**src/rtl/drvctl_pkg.sv**
```systemverilog
package drvctl_pkg;
  localparam int unsigned WORD_W   = 32;
  localparam int unsigned SLOT_W   = 8;
  localparam int unsigned SLOT_LSB = 4;

  localparam logic [SLOT_W-1:0] SLOT_DPORT  = 8'h00;
  localparam logic [SLOT_W-1:0] SLOT_TIMING = 8'h20;
  localparam logic [SLOT_W-1:0] SLOT_ISTAT  = 8'h30;

  // register-domain bit positions (decoded by software after byte reversal)
  localparam int unsigned BIT_DMA  = 31;
  localparam int unsigned BIT_DISK = 30;

  typedef enum logic [1:0] {
    SEL_DPORT  = 2'd0,
    SEL_TIMING = 2'd1,
    SEL_ISTAT  = 2'd2,
    SEL_NONE   = 2'd3
  } slot_sel_e;
endpackage

```
**src/rtl/drvctl_bswap.sv**
```systemverilog
module drvctl_bswap #(
  parameter int unsigned W = 32
) (
  input  logic [W-1:0] din,
  output logic [W-1:0] dout
);
  localparam int unsigned NBYTES = W / 8;

  for (genvar b = 0; b < NBYTES; b++) begin : g_lane
    assign dout[8*b +: 8] = din[8*(NBYTES-1-b) +: 8];
  end
endmodule

```
**src/rtl/drvctl_decode.sv**
```systemverilog
module drvctl_decode
  import drvctl_pkg::*;
#(
  parameter int unsigned ADDR_W = 12
) (
  input  logic [ADDR_W-1:0] addr,
  output slot_sel_e         sel
);
  localparam int unsigned SLOT_MSB = SLOT_LSB + SLOT_W - 1;

  logic [SLOT_W-1:0] slot;
  assign slot = addr[SLOT_MSB:SLOT_LSB];

  if (ADDR_W > SLOT_MSB + 1) begin : g_hi
    logic unused_addr_bits;
    assign unused_addr_bits = ^{addr[ADDR_W-1:SLOT_MSB+1], addr[SLOT_LSB-1:0]};
  end else begin : g_nohi
    logic unused_addr_bits;
    assign unused_addr_bits = ^addr[SLOT_LSB-1:0];
  end

  always_comb begin
    case (slot)
      SLOT_DPORT:  sel = SEL_DPORT;
      SLOT_TIMING: sel = SEL_TIMING;
      SLOT_ISTAT:  sel = SEL_ISTAT;
      default:     sel = SEL_NONE;
    endcase
  end
endmodule

```
**src/rtl/drvctl_irqstat.sv**
```systemverilog
module drvctl_irqstat (
  input  logic clk,
  input  logic rst_n,
  input  logic dma_lvl,
  input  logic clr_req,
  output logic dma_lat
);
  logic dma_prev_q, dma_prev_d;
  logic lat_q, lat_d;
  logic rise;

  assign rise = dma_lvl & ~dma_prev_q;

  always_comb begin
    dma_prev_d = dma_lvl;
    lat_d      = lat_q;
    if (clr_req) lat_d = 1'b0;
    if (rise)    lat_d = 1'b1;   // set has priority over clear
  end

  always_ff @(posedge clk or negedge rst_n) begin
    if (!rst_n) begin
      dma_prev_q <= 1'b0;
      lat_q      <= 1'b0;
    end else begin
      dma_prev_q <= dma_prev_d;
      lat_q      <= lat_d;
    end
  end

  assign dma_lat = lat_q;
endmodule

```
**src/rtl/drvctl_regs.sv**
```systemverilog
module drvctl_regs
  import drvctl_pkg::*;
#(
  parameter int unsigned ADDR_W = 12
) (
  input  logic              clk,
  input  logic              rst_n,
  input  logic              bus_vld,
  input  logic              bus_wr,
  input  logic [ADDR_W-1:0] bus_addr,
  input  logic [31:0]       bus_wdata,
  output logic [31:0]       bus_rdata,
  output logic              dp_wr_en,
  output logic [31:0]       dp_wr_data,
  output logic              dp_rd_en,
  input  logic [31:0]       dp_rd_data,
  input  logic              dma_irq_in,
  input  logic              disk_irq_in,
  output logic              dma_irq_out,
  output logic              disk_irq_out
);
  slot_sel_e         sel;
  logic [WORD_W-1:0] wr_word;
  logic [WORD_W-1:0] rd_word;
  logic [WORD_W-1:0] rd_bus;
  logic [WORD_W-1:0] timing_q, timing_d;
  logic [WORD_W-1:0] rdata_q, rdata_d;
  logic              timing_en, rdata_en;
  logic              wr_req, rd_req, clr_req;
  logic              dma_lat;

  drvctl_decode #(.ADDR_W(ADDR_W)) u_dec (.addr(bus_addr), .sel(sel));
  drvctl_bswap  #(.W(WORD_W)) u_wswap (.din(bus_wdata), .dout(wr_word));
  drvctl_bswap  #(.W(WORD_W)) u_rswap (.din(rd_word),   .dout(rd_bus));

  assign wr_req  = bus_vld &  bus_wr;
  assign rd_req  = bus_vld & ~bus_wr;
  assign clr_req = wr_req & (sel == SEL_ISTAT) & wr_word[BIT_DMA];

  drvctl_irqstat u_istat (
    .clk    (clk),
    .rst_n  (rst_n),
    .dma_lvl(dma_irq_in),
    .clr_req(clr_req),
    .dma_lat(dma_lat)
  );

  assign dp_wr_en   = wr_req & (sel == SEL_DPORT);
  assign dp_wr_data = wr_word;
  assign dp_rd_en   = rd_req & (sel == SEL_DPORT);

  always_comb begin
    rd_word = '1;
    case (sel)
      SEL_DPORT:  rd_word = dp_rd_data;
      SEL_TIMING: rd_word = timing_q;
      SEL_ISTAT: begin
        rd_word           = '0;
        rd_word[BIT_DMA]  = dma_lat;
        rd_word[BIT_DISK] = disk_irq_in;
      end
      default:    rd_word = '1;
    endcase
  end

  assign timing_en = wr_req & (sel == SEL_TIMING);
  assign timing_d  = wr_word;
  assign rdata_en  = rd_req;
  assign rdata_d   = rd_bus;

  always_ff @(posedge clk or negedge rst_n) begin
    if (!rst_n) begin
      timing_q <= '0;
      rdata_q  <= '0;
    end else begin
      if (timing_en) timing_q <= timing_d;
      if (rdata_en)  rdata_q  <= rdata_d;
    end
  end

  assign bus_rdata    = rdata_q;
  assign dma_irq_out  = dma_irq_in;
  assign disk_irq_out = disk_irq_in;
endmodule

```
**config.mk**
```make
export PLATFORM = sky130hd
export DESIGN_NAME = drvctl_regs
export DESIGN_NICKNAME = d
export VERILOG_FILES = /design/src/rtl/drvctl_pkg.sv /design/src/rtl/drvctl_bswap.sv /design/src/rtl/drvctl_decode.sv /design/src/rtl/drvctl_irqstat.sv /design/src/rtl/drvctl_regs.sv
export SDC_FILE = /design/constraint.sdc
export NUM_CORES = 1
export LEC_CHECK = 0
export ABC_AREA = 1
export CORE_MARGIN = 2
export CORE_UTILIZATION = 60
export CTS_BUF_LIST = sky130_fd_sc_hd__clkbuf_8
export DETAILED_ROUTE_END_ITERATION = 7
export DONT_BUFFER_PORTS = 1
export PLACE_DENSITY = 0.76
export SLEW_MARGIN = 20
export SYNTH_ARGS = -nofsm -noshare
export SYNTH_HDL_FRONTEND = slang
export SYNTH_SLANG_ARGS = --single-unit
```
**constraint.sdc**
```tcl
create_clock -name clk -period 1.78 [get_ports clk]
set_input_delay 0.534 -clock clk [delete_from_list [all_inputs] [get_ports clk]]
set_output_delay 0.534 -clock clk [all_outputs]
set_load 0.1 [all_outputs]
```
==> impl_summary.log, run 1 <==
[metrics] outcome: complete, but fails checks
[metrics] failing checks: negative hold slack
[metrics] mapped cell area: 3510 um^2
[metrics] worst endpoint data arrival time: 1190 ps
[metrics] total inserted antenna cells: 0
[metrics] global-route wire length before repair: 13.5 mm
[metrics] Yosys cell types: 16
[metrics] unrepaired setup endpoints after global routing: no
[metrics] Slew HR: 76.0%
[metrics] Synth area leader: sky130_fd_sc_hd__dfrtp_1
[metrics] router iterations before antenna repair: 6
[metrics] worst-case clock skew: 5.42 ps
[metrics] max frequency: 579 MHz
[metrics] Mapped Cells: 459
[metrics] largest fanout on the critical path: 2
[metrics] per-instance average area after synthesis: 7.64 um^2
[metrics] insertion delay of the later-clocked pin in the worst-skew pair: 320 ps
[metrics] height of the die: 80.5 um
[metrics] GRT Total Usage: 27.4%
[metrics] Core Footprint: 5570 um^2
[metrics] largest buffer count on any clock path: 2
[metrics] TritonCTS clock tree: yes
[metrics] Crit Path Category: in2out
[metrics] final critical path time including I/O delays and setup: 1730 ps
[metrics] Top Family by Delay on Critical Path: simple AND/OR/NAND/NOR gates
[metrics] total length of routed wires: 8.36 mm
[metrics] static leakage: 0.00185 uW
[metrics] number of global-route vias before repair: 2846
[metrics] final-layout worst hold slack: -94.0 ps
[metrics] most used cell along the critical path: sky130_fd_sc_hd__nor2_4
[metrics] total number of H-tree levels: 3
[metrics] fin. max-slew vios: 0
[metrics] Worst Setup Start Kind: primary input
[metrics] violation count after the first detailed-route iteration: 272
[metrics] post-synth top area share: 47.1%
[metrics] Req. time, crit path: 1250 ps
[metrics] CTS Sinks: 66
[metrics] largest net degree at the start of global routing: 67
[metrics] ratio of cells with drive above 1 in the final layout: 17.4%
[metrics] path category of the worst min-delay check: in2async
[metrics] Total Nets Final: 534
[metrics] IR Drop Worst-Case VDD: 571 uV
[metrics] # DRC: 0
[metrics] TritonCTS Buffers: 9
[metrics] leftover overflow at the end of global routing: 0
[metrics] CTS Root Cell: sky130_fd_sc_hd__clkbuf_8
[metrics] post-placement setup slack: -21.5 ps
[metrics] yosys warns: 0
[metrics] final setup vio count: 0
[metrics] Die W: 80.5 um
[metrics] mean number of vias per cell: 5.70
[metrics] buffers added on ports: 0
[metrics] GP Congestion: 0.772
[metrics] number of antenna violations at the first check in global routing: 0
[metrics] largest stage delay on the critical path: 180 ps
[metrics] type of destination of the critical path: output pin
[metrics] CP max stage cell: sky130_fd_sc_hd__buf_12
[metrics] via count of the routed design: 3002
[metrics] Least-Margin Pin Slew: 360 ps
[metrics] max cap viols: 0
[metrics] die footprint: 6470 um^2
[metrics] post-DP HPWL: 5.46 mm
[metrics] Final Hold Violating Endpoints: 66
[metrics] synthesized flop and latch total: 66
[metrics] power per standard cell area: 1040 nW/um^2
[metrics] number of core rows: 27
[metrics] layout-stage area growth over the synthesis result: 9.66%
[metrics] top cells by area, synth: sky130_fd_sc_hd__dfrtp_1, sky130_fd_sc_hd__nand3_1, sky130_fd_sc_hd__nand2_1
[metrics] post-layout worst setup margin: 53.9 ps
[metrics] detailed-route wire length per cell: 15.9 um
[metrics] starting density of the core: 62.9%
[metrics] CP cell instances: nor2_2 > nand2_2 > nor2_4 > inv_4 > nor2_4 > buf_12
[metrics] ports placed on the boundary: 150
[metrics] commonest non-fill, non-tap cells in the layout: sky130_fd_sc_hd__nand2_1, sky130_fd_sc_hd__nand3_1, sky130_fd_sc_hd__dfrtp_1
[metrics] clock-pin slew on the worst setup and hold paths: 70 ps
[metrics] Detail Route Antenna Nets: 0
[metrics] fraction of the yosys area taken by sequential cells: 47.1%
[metrics] net count after synthesis: 541
[metrics] post-route clock period utilization: 97.0%
[metrics] Buffers & Inverters on Critical Path: 2
[metrics] most frequent standard cell in the layout excluding fill and tap cells: sky130_fd_sc_hd__nand2_1
[registers in the layout, indices dropped and copies added, names as in the netlist]
register,cells
bus_rdata,32
timing_q,32
u_istat.dma_lat,1
u_istat.dma_prev_q,1
[layer usage]
layer	vias up	routed length, um	global-route usage (%)
li1	1428	-	-
met1	1432	3350	35.1
met2	128	4110	44.6
met3	14	735	6.97
met4	0	166	10.7
met5	-	0	0
[Yosys cell counts]
cell,count
sky130_fd_sc_hd__inv_1,8
sky130_fd_sc_hd__nand3_1,129
sky130_fd_sc_hd__nor2_1,11
sky130_fd_sc_hd__buf_4,43
sky130_fd_sc_hd__nor3_1,1
sky130_fd_sc_hd__clkbuf_1,3
sky130_fd_sc_hd__nand2_2,1
sky130_fd_sc_hd__nand2_1,166
sky130_fd_sc_hd__nor2_2,4
sky130_fd_sc_hd__o21ai_1,2
sky130_fd_sc_hd__nor2_4,1
sky130_fd_sc_hd__buf_2,18
sky130_fd_sc_hd__buf_1,1
sky130_fd_sc_hd__dfrtp_1,66
sky130_fd_sc_hd__nor3_4,1
sky130_fd_sc_hd__inv_2,4
[power by group]
part	internal (uW)	total [uW]	switching [uW]
clock network	805	1340	533
registers	1600	1640	36.7
logic	195	1030	834
total	2600	4010	1400
[path summary, 6_finish.rpt]
| check | from | slack, ps | endpoint | cells after the start |
|---|---|---|---|---|
| max | bus_addr[7] | 50 | dp_rd_en | 6 |
| min | rst_n | -90 | bus_rdata[6]$_DFFE_PN0P_ | 0 |
| max reg2reg | bus_rdata[6]$_DFFE_PN0P_ | 830 | bus_rdata[6]$_DFFE_PN0P_ | 5 |
| min reg2reg | u_istat.dma_prev_q$_DFF_PN0_ | 430 | u_istat.dma_lat$_DFFE_PN0P_ | 1 |
| max in group asynchronous | rst_n | 1760 | timing_q[21]$_DFFE_PN0P_ | 0 |
| min in group clk | dma_irq_in | 250 | u_istat.dma_prev_q$_DFF_PN0_ | 0 |
[cell families (layout without fill, tap and decap cells)]
kind of cell    count (synthesis)  count (layout)  synth area share [%]
simple gates                  314             314                  39.2
buf+inv                        77              73                  13.5
flops                          66              66                  47.1
compound gates                  2               2                 0.285
[per-stage QoR]
step	std cells	area, um^2	total power (uW)	setup TNS [ps]	utilization [%]
2_1_floorplan	459	3540	2850	-652	-
3_3_place_gp	512	3630	2680	0	65.1
3_5_place_dp	512	3630	2690	-89.0	65.1
4_1_cts	526	3830	4030	0	68.8
5_1_grt	527	3850	4140	0	69.0
6_report	527	3850	4010	0	69.0
[final cells by class]
cell class	count	area [um^2]
fill	493	1730
sequential	66	1650
multi-input combinational	316	1420
timing repair buffer	47	428
clock buffer	10	138
tap	72	90.1
clock inverter	4	68.8
inverter	12	47.5
[timing repair]
action | in CTS | in global routing
setup endpoints to repair | 0 | 2
hold endpoints to repair | 66 | 66
setup buffers | 0 | 1
resized for setup | 0 | 3
Power figures use the tool's default switching activity.
==> run 2, diff against run 1 <==
Settings changed: CTS_CLUSTER_DIAMETER from default to 200, RECOVER_POWER from default to 25.
Clock period 1.78 ns to 1.93 ns, I/O delays scaled along.
==> run 2 against run 1 <==
The run still ends with negative hold slack left. Register-to-register slack better by 150 ps. Count of clock-buffer cells in the layout stayed put. Critical endpoint unchanged. Critical path depth is the same. Largest power group unchanged. Total power decreased by 11%.
==> impl_summary.log, run 2 (same netlist as run 1, synthesis figures left out) <==
[metrics] type of destination of the critical path: output pin (unchanged)
[metrics] CTS Sinks: 66 (unchanged)
[metrics] post-route clock period utilization: 95.7%
[metrics] power per standard cell area: 938 nW/um^2 (was 1040 nW/um^2)
[metrics] height of the die: 80.5 um (unchanged)
[metrics] largest buffer count on any clock path: 2 (unchanged)
[metrics] total number of H-tree levels: 3 (unchanged)
[metrics] largest net degree at the start of global routing: 67 (unchanged)
[metrics] Total Nets Final: 534 (unchanged)
[metrics] starting density of the core: 62.9% (unchanged)
[metrics] static leakage: 0.00184 uW (was 0.00185 uW)
[metrics] Die W: 80.5 um (unchanged)
[metrics] largest fanout on the critical path: 3 (was 2)
[metrics] Least-Margin Pin Slew: 352 ps (was 360 ps)
[metrics] violation count after the first detailed-route iteration: 176 (was 272)
[metrics] sequential cell area: 1650 um^2 (unchanged)
[metrics] commonest non-fill, non-tap cells in the layout: sky130_fd_sc_hd__nand2_1, sky130_fd_sc_hd__nand3_1, sky130_fd_sc_hd__dfrtp_1 (unchanged)
[metrics] Req. time, crit path: 1350 ps (was 1250 ps)
[metrics] buffers inserted by post-CTS timing repair: 0 (unchanged)
[metrics] Slew HR: 76.5% (was 76.0%)
[metrics] most frequent standard cell in the layout excluding fill and tap cells: sky130_fd_sc_hd__nand2_1 (unchanged)
[metrics] die footprint: 6470 um^2 (unchanged)
[metrics] GP Congestion: 0.773 (was 0.772)
[metrics] total inserted antenna cells: 0 (unchanged)
[metrics] # DRC: 0 (unchanged)
[metrics] post-layout total power: 3560 uW (was 4010 uW)
[metrics] CTS Root Cell: sky130_fd_sc_hd__clkbuf_8 (unchanged)
[metrics] post-DP HPWL: 5.56 mm (was 5.46 mm)
[metrics] final setup vio count: 0 (unchanged)
[metrics] layout-stage area growth over the synthesis result: 8.13% (was 9.66%)
[metrics] post-layout worst setup margin: 82.9 ps (was 53.9 ps)
[metrics] insertion delay of the later-clocked pin in the worst-skew pair: 320 ps (about the same)
[metrics] number of antenna violations at the first check in global routing: 0 (unchanged)
[metrics] global-route wire length before repair: 13.4 mm (was 13.5 mm)
[metrics] post-placement setup slack: 79.2 ps (was -21.5 ps)
[metrics] max cap viols: 0 (unchanged)
[metrics] path category of the worst min-delay check: in2async (unchanged)
[metrics] worst endpoint data arrival time: 1270 ps (was 1190 ps)
[metrics] detailed-route wire length per cell: 15.6 um (was 15.9 um)
[metrics] leftover overflow at the end of global routing: 0 (unchanged)
[metrics] mean number of vias per cell: 5.64 (was 5.70)
[metrics] TritonCTS Buffers: 9 (unchanged)
[metrics] TritonCTS clock tree: yes (unchanged)
[metrics] ports placed on the boundary: 150 (unchanged)
[metrics] via count of the routed design: 2977 (was 3002)
[metrics] Crit Path Category: in2out (unchanged)
[metrics] fin. max-slew vios: 0 (unchanged)
[metrics] number of global-route vias before repair: 2918 (was 2846)
[metrics] outcome: complete, but fails checks (unchanged)
[metrics] GRT Total Usage: 27.0% (was 27.4%)
[metrics] number of core rows: 27 (unchanged)
[metrics] total area of multi-input combinational cells: 1420 um^2 (about the same)
[metrics] unrepaired setup endpoints after global routing: no (unchanged)
[metrics] final-layout worst hold slack: -53.1 ps (was -94.0 ps)
[metrics] max frequency: 541 MHz
[metrics] ratio of cells with drive above 1 in the final layout: 16.7% (was 17.4%)
[metrics] clock-pin slew on the worst setup and hold paths: 70 ps (about the same)
[metrics] # fillers: 483 (was 493)
[metrics] IR Drop Worst-Case VDD: 649 uV (was 571 uV)
[metrics] Final Hold Violating Endpoints: 66 (unchanged)
[metrics] Core Footprint: 5570 um^2 (unchanged)
[metrics] Worst Setup Start Kind: primary input (unchanged)
[metrics] buffers added on ports: 0 (unchanged)
[metrics] failing checks: negative hold slack (unchanged)
[metrics] router iterations before antenna repair: 7 (was 6)
[metrics] worst-case clock skew: 5.73 ps (was 5.42 ps)
[metrics] total length of routed wires: 8.21 mm (was 8.36 mm)
[metrics] Detail Route Antenna Nets: 0 (unchanged)
[metrics] Gates resized, CTS repair: 0 (unchanged)
[metrics] final critical path time including I/O delays and setup: 1850 ps
run 2: stage by stage:
stage          std cells  utilization, %  setup TNS [ps]  cell area, um^2
6_report             528            68.1               0             3790
5_1_grt              528            68.1               0             3790
4_1_cts              528            68.1               0             3790
3_5_place_dp         513            64.7               0             3610
3_3_place_gp         513            64.7               0             3610
2_1_floorplan        459               -            -532             3540
run 2: layer usage:
layer | vias to the layer above | global-route usage (%) | share of wire (%) | wire length [um]
met2 | 108 | 46.2 | 51 | 4220
li1 | 1426 | - | - | -
met3 | 10 | 5.96 | 7.7 | 636
met1 | 1433 | 32.6 | 40 | 3250
met4 | 0 | 12.2 | 1.3 | 104
met5 | - | 0 | 0 | 0
run 2: area by class of cell:
type | instances | share of cell area, %
multi-input cells | 316 | 37.3
clock inverters | 5 | 1.25
inverters | 12 | 1.25
flip-flops and latches | 66 | 43.5
well taps | 72 | 2.37
clock buffers | 10 | 3.63
repair buffers | 47 | 10.6
run 2: path summary, 6_finish.rpt:
path                                         startpoint  cells past startpoint                           end  slack [ps]
setup / recovery                            bus_addr[9]                      6                      dp_rd_en          80
hold / removal                                    rst_n                      0      bus_rdata[0]$_DFFE_PN0P_         -50
setup reg to reg               bus_rdata[7]$_DFFE_PN0P_                      5      bus_rdata[7]$_DFFE_PN0P_         980
hold reg to reg            u_istat.dma_prev_q$_DFF_PN0_                      1   u_istat.dma_lat$_DFFE_PN0P_         430
max in group asynchronous                         rst_n                      0       timing_q[6]$_DFFE_PN0P_        1870
min in group clk                             dma_irq_in                      0  u_istat.dma_prev_q$_DFF_PN0_         280
run 2: worst max-delay path, stage by stage:
cell,delay [ps]
sky130_fd_sc_hd__nor2_1,110
sky130_fd_sc_hd__nand2_2,80
sky130_fd_sc_hd__nor2_4,140
sky130_fd_sc_hd__inv_4,60
sky130_fd_sc_hd__nor2_4,120
sky130_fd_sc_hd__buf_12,180
run 2: power breakdown:
group / internal (uW) / leakage, uW / switching, uW / total, uW
clock network: 612 / 0.000105 / 494 / 1110
registers: 1480 / 0.000825 / 34.0 / 1510
logic: 176 / 0.000909 / 765 / 941
total: 2270 / 0.00184 / 1290 / 3560
==> run 3, diff against run 2 <==
Settings changed: CTS_BUF_LIST sky130_fd_sc_hd__clkbuf_8 to default.
==> run 3 against run 2 <==
The flow still finishes with violations (negative hold slack). Routed wire length grew 0.65%. Final cell count stayed put. Core utilization is the same. Register-to-register slack is essentially flat. Hold slack gained 1.4 ps. Largest cell class unchanged.
==> impl_summary.log, run 3 (same netlist as run 1, synthesis figures left out) <==
[metrics] mean number of vias per cell: 5.62 (was 5.64)
[metrics] path category of the worst min-delay check: in2async (unchanged)
[metrics] total inserted antenna cells: 0 (unchanged)
[metrics] leftover overflow at the end of global routing: 0 (unchanged)
[metrics] largest stage delay on the critical path: 180 ps (about the same)
[metrics] CTS Sinks: 66 (unchanged)
[metrics] final-layout worst hold slack: -51.7 ps (was -53.1 ps)
[metrics] Total Nets Final: 534 (unchanged)
[metrics] Die W: 80.5 um (unchanged)
[metrics] CP max stage cell: sky130_fd_sc_hd__buf_12 (unchanged)
[metrics] largest net degree at the start of global routing: 67 (unchanged)
[metrics] number of cells on the worst reg-to-reg path: 5 (unchanged)
[metrics] final setup vio count: 0 (unchanged)
[metrics] Least-Margin Pin Slew: 359 ps (was 352 ps)
[metrics] fin. max-slew vios: 0 (unchanged)
[metrics] buffers inserted by post-CTS timing repair: 0 (unchanged)
[metrics] height of the die: 80.5 um (unchanged)
[metrics] total length of routed wires: 8.26 mm (was 8.21 mm)
[metrics] Combinational Power Share: 26.4% (was 26.5%)
[metrics] final critical path time including I/O delays and setup: 1850 ps (about the same)
[metrics] commonest non-fill, non-tap cells in the layout: sky130_fd_sc_hd__nand2_1, sky130_fd_sc_hd__nand3_1, sky130_fd_sc_hd__dfrtp_1 (unchanged)
[metrics] number of antenna violations at the first check in global routing: 0 (unchanged)
[metrics] Final Hold Violating Endpoints: 66 (unchanged)
[metrics] ratio of cells with drive above 1 in the final layout: 16.7% (unchanged)
[metrics] post-route clock period utilization: 95.7% (about the same)
[metrics] Slew HR: 76.1% (was 76.5%)
[metrics] unrepaired setup endpoints after global routing: no (unchanged)
[metrics] layout-stage area growth over the synthesis result: 8.13% (unchanged)
[metrics] sequential power share: 42.4% (was 42.5%)
[metrics] global-route wire length before repair: 13.4 mm (unchanged)
[metrics] static leakage: 0.00183 uW (was 0.00184 uW)
[metrics] detailed-route wire length per cell: 15.7 um (was 15.6 um)
[metrics] number of cells on the critical path: 6 (unchanged)
[metrics] starting density of the core: 62.9% (unchanged)
[metrics] insertion delay of the later-clocked pin in the worst-skew pair: 320 ps (about the same)
[metrics] total number of H-tree levels: 3 (unchanged)
[metrics] worst endpoint data arrival time: 1270 ps (about the same)
[metrics] CTS Root Cell: sky130_fd_sc_hd__clkbuf_8 (unchanged)
[metrics] TritonCTS Buffers: 9 (unchanged)
[metrics] type of destination of the critical path: output pin (unchanged)
[metrics] router iterations before antenna repair: 4 (was 7)
[metrics] Top Family by Delay on Critical Path: simple AND/OR/NAND/NOR gates (unchanged)
[metrics] largest fanout on the critical path: 3 (unchanged)
[metrics] power per standard cell area: 940 nW/um^2 (was 938 nW/um^2)
[metrics] max frequency: 541 MHz (about the same)
[metrics] switching share of power: 36.2% (was 36.3%)
[metrics] TritonCTS clock tree: yes (unchanged)
[metrics] switching power: 1290 uW (about the same)
[metrics] number of global-route vias before repair: 2917 (was 2918)
[metrics] Gates resized, CTS repair: 0 (unchanged)
[metrics] Detail Route Antenna Nets: 0 (unchanged)
[metrics] origin of the worst setup path: bus_addr[9] (unchanged)
[metrics] buffers added on ports: 0 (unchanged)
[metrics] post-layout total power: 3570 uW (was 3560 uW)
[metrics] fraction of the core area covered by cells at the end of the flow: 68.1% (unchanged)
[metrics] violation count after the first detailed-route iteration: 183 (was 176)
[metrics] most used cell along the critical path: sky130_fd_sc_hd__nor2_4 (unchanged)
[metrics] Crit Path Category: in2out (unchanged)
[metrics] P_int: 2280 uW (was 2270 uW)
[metrics] GP Congestion: 0.773 (unchanged)
[metrics] die footprint: 6470 um^2 (unchanged)
[metrics] Worst Setup Start Kind: primary input (unchanged)
[metrics] number of core rows: 27 (unchanged)
[metrics] Buffers & Inverters on Critical Path: 2 (unchanged)
[metrics] post-DP HPWL: 5.56 mm (unchanged)
[metrics] # DRC: 0 (unchanged)
[metrics] largest buffer count on any clock path: 2 (unchanged)
[metrics] max cap viols: 0 (unchanged)
[metrics] IR Drop Worst-Case VDD: 653 uV (was 649 uV)
[metrics] worst-case clock skew: 3.96 ps (was 5.73 ps)
[metrics] CP cell instances: nor2_1 > nand2_2 > nor2_4 > inv_4 > nor2_4 > buf_12 (unchanged)
[metrics] Core Footprint: 5570 um^2 (unchanged)
[metrics] most frequent standard cell in the layout excluding fill and tap cells: sky130_fd_sc_hd__nand2_1 (unchanged)
[metrics] outcome: complete, but fails checks (unchanged)
[metrics] clock group share of total power: 31.2% (was 31.1%)
[metrics] via count of the routed design: 2965 (was 2977)
[metrics] Crit Reg-Reg Startpoint: bus_rdata[7]$_DFFE_PN0P_ (unchanged)
[metrics] ports placed on the boundary: 150 (unchanged)
[metrics] clock-pin slew on the worst setup and hold paths: 70 ps (about the same)
[metrics] Req. time, crit path: 1350 ps (about the same)
[metrics] failing checks: negative hold slack (unchanged)
[metrics] GRT Total Usage: 27.0% (unchanged)
-- run 3: cell count changes in the layout (fill, tap and decap cells not counted), sizes merged --
cell    delta
clkbuf     +2
inv        -2
-- run 3: final cells by class --
cell class                      count  area (um^2)
Sequential cell                    66         1650
Clock buffer                       12          145
Clock inverter                      3         40.0
Timing Repair Buffer               47          403
Fill cell                         483         1780
Inverter                           12         47.5
Tap cell                           72         90.1
Multi-Input combinational cell    316         1420
-- run 3: power groups by stage --
stage / Sequential, uW / Clock (uW) / Combinational [uW]
after floorplan: 2120 / 0 / 508
after detailed placement: 1540 / 0 / 943
after global routing: 1520 / 1190 / 980
after CTS: 1510 / 1140 / 945
final: 1510 / 1110 / 942
after global placement: 1530 / 0 / 935
-- run 3: routing by layer --
| layer | vias up | GRT usage [%] | routed length (um) |
|---|---|---|---|
| met5 | - | 0 | 0 |
| met4 | 0 | 12.2 | 88 |
| met3 | 8 | 5.96 | 664 |
| met2 | 111 | 46.2 | 4180 |
| met1 | 1420 | 32.6 | 3330 |
| li1 | 1426 | - | - |
-- run 3: path summary, 6_finish.rpt --
kind	to	slack [ps]
max	dp_rd_en	80
max in group asynchronous	bus_rdata[20]$_DFFE_PN0P_	1890
min in group clk	u_istat.dma_prev_q$_DFF_PN0_	280
max reg2reg	bus_rdata[7]$_DFFE_PN0P_	980
min reg2reg	u_istat.dma_lat$_DFFE_PN0P_	420
min	timing_q[8]$_DFFE_PN0P_	-50
-- run 3: through the flow --
stage	area (um^2)	TNS (ps)	worst slack, ps	std cells
4_1_cts	3790	0	78.1	528
5_1_grt	3790	0	22.2	528
3_3_place_gp	3610	0	102	513
6_report	3790	0	82.2	528
3_5_place_dp	3610	0	79.2	513
2_1_floorplan	3540	-532	-275	459
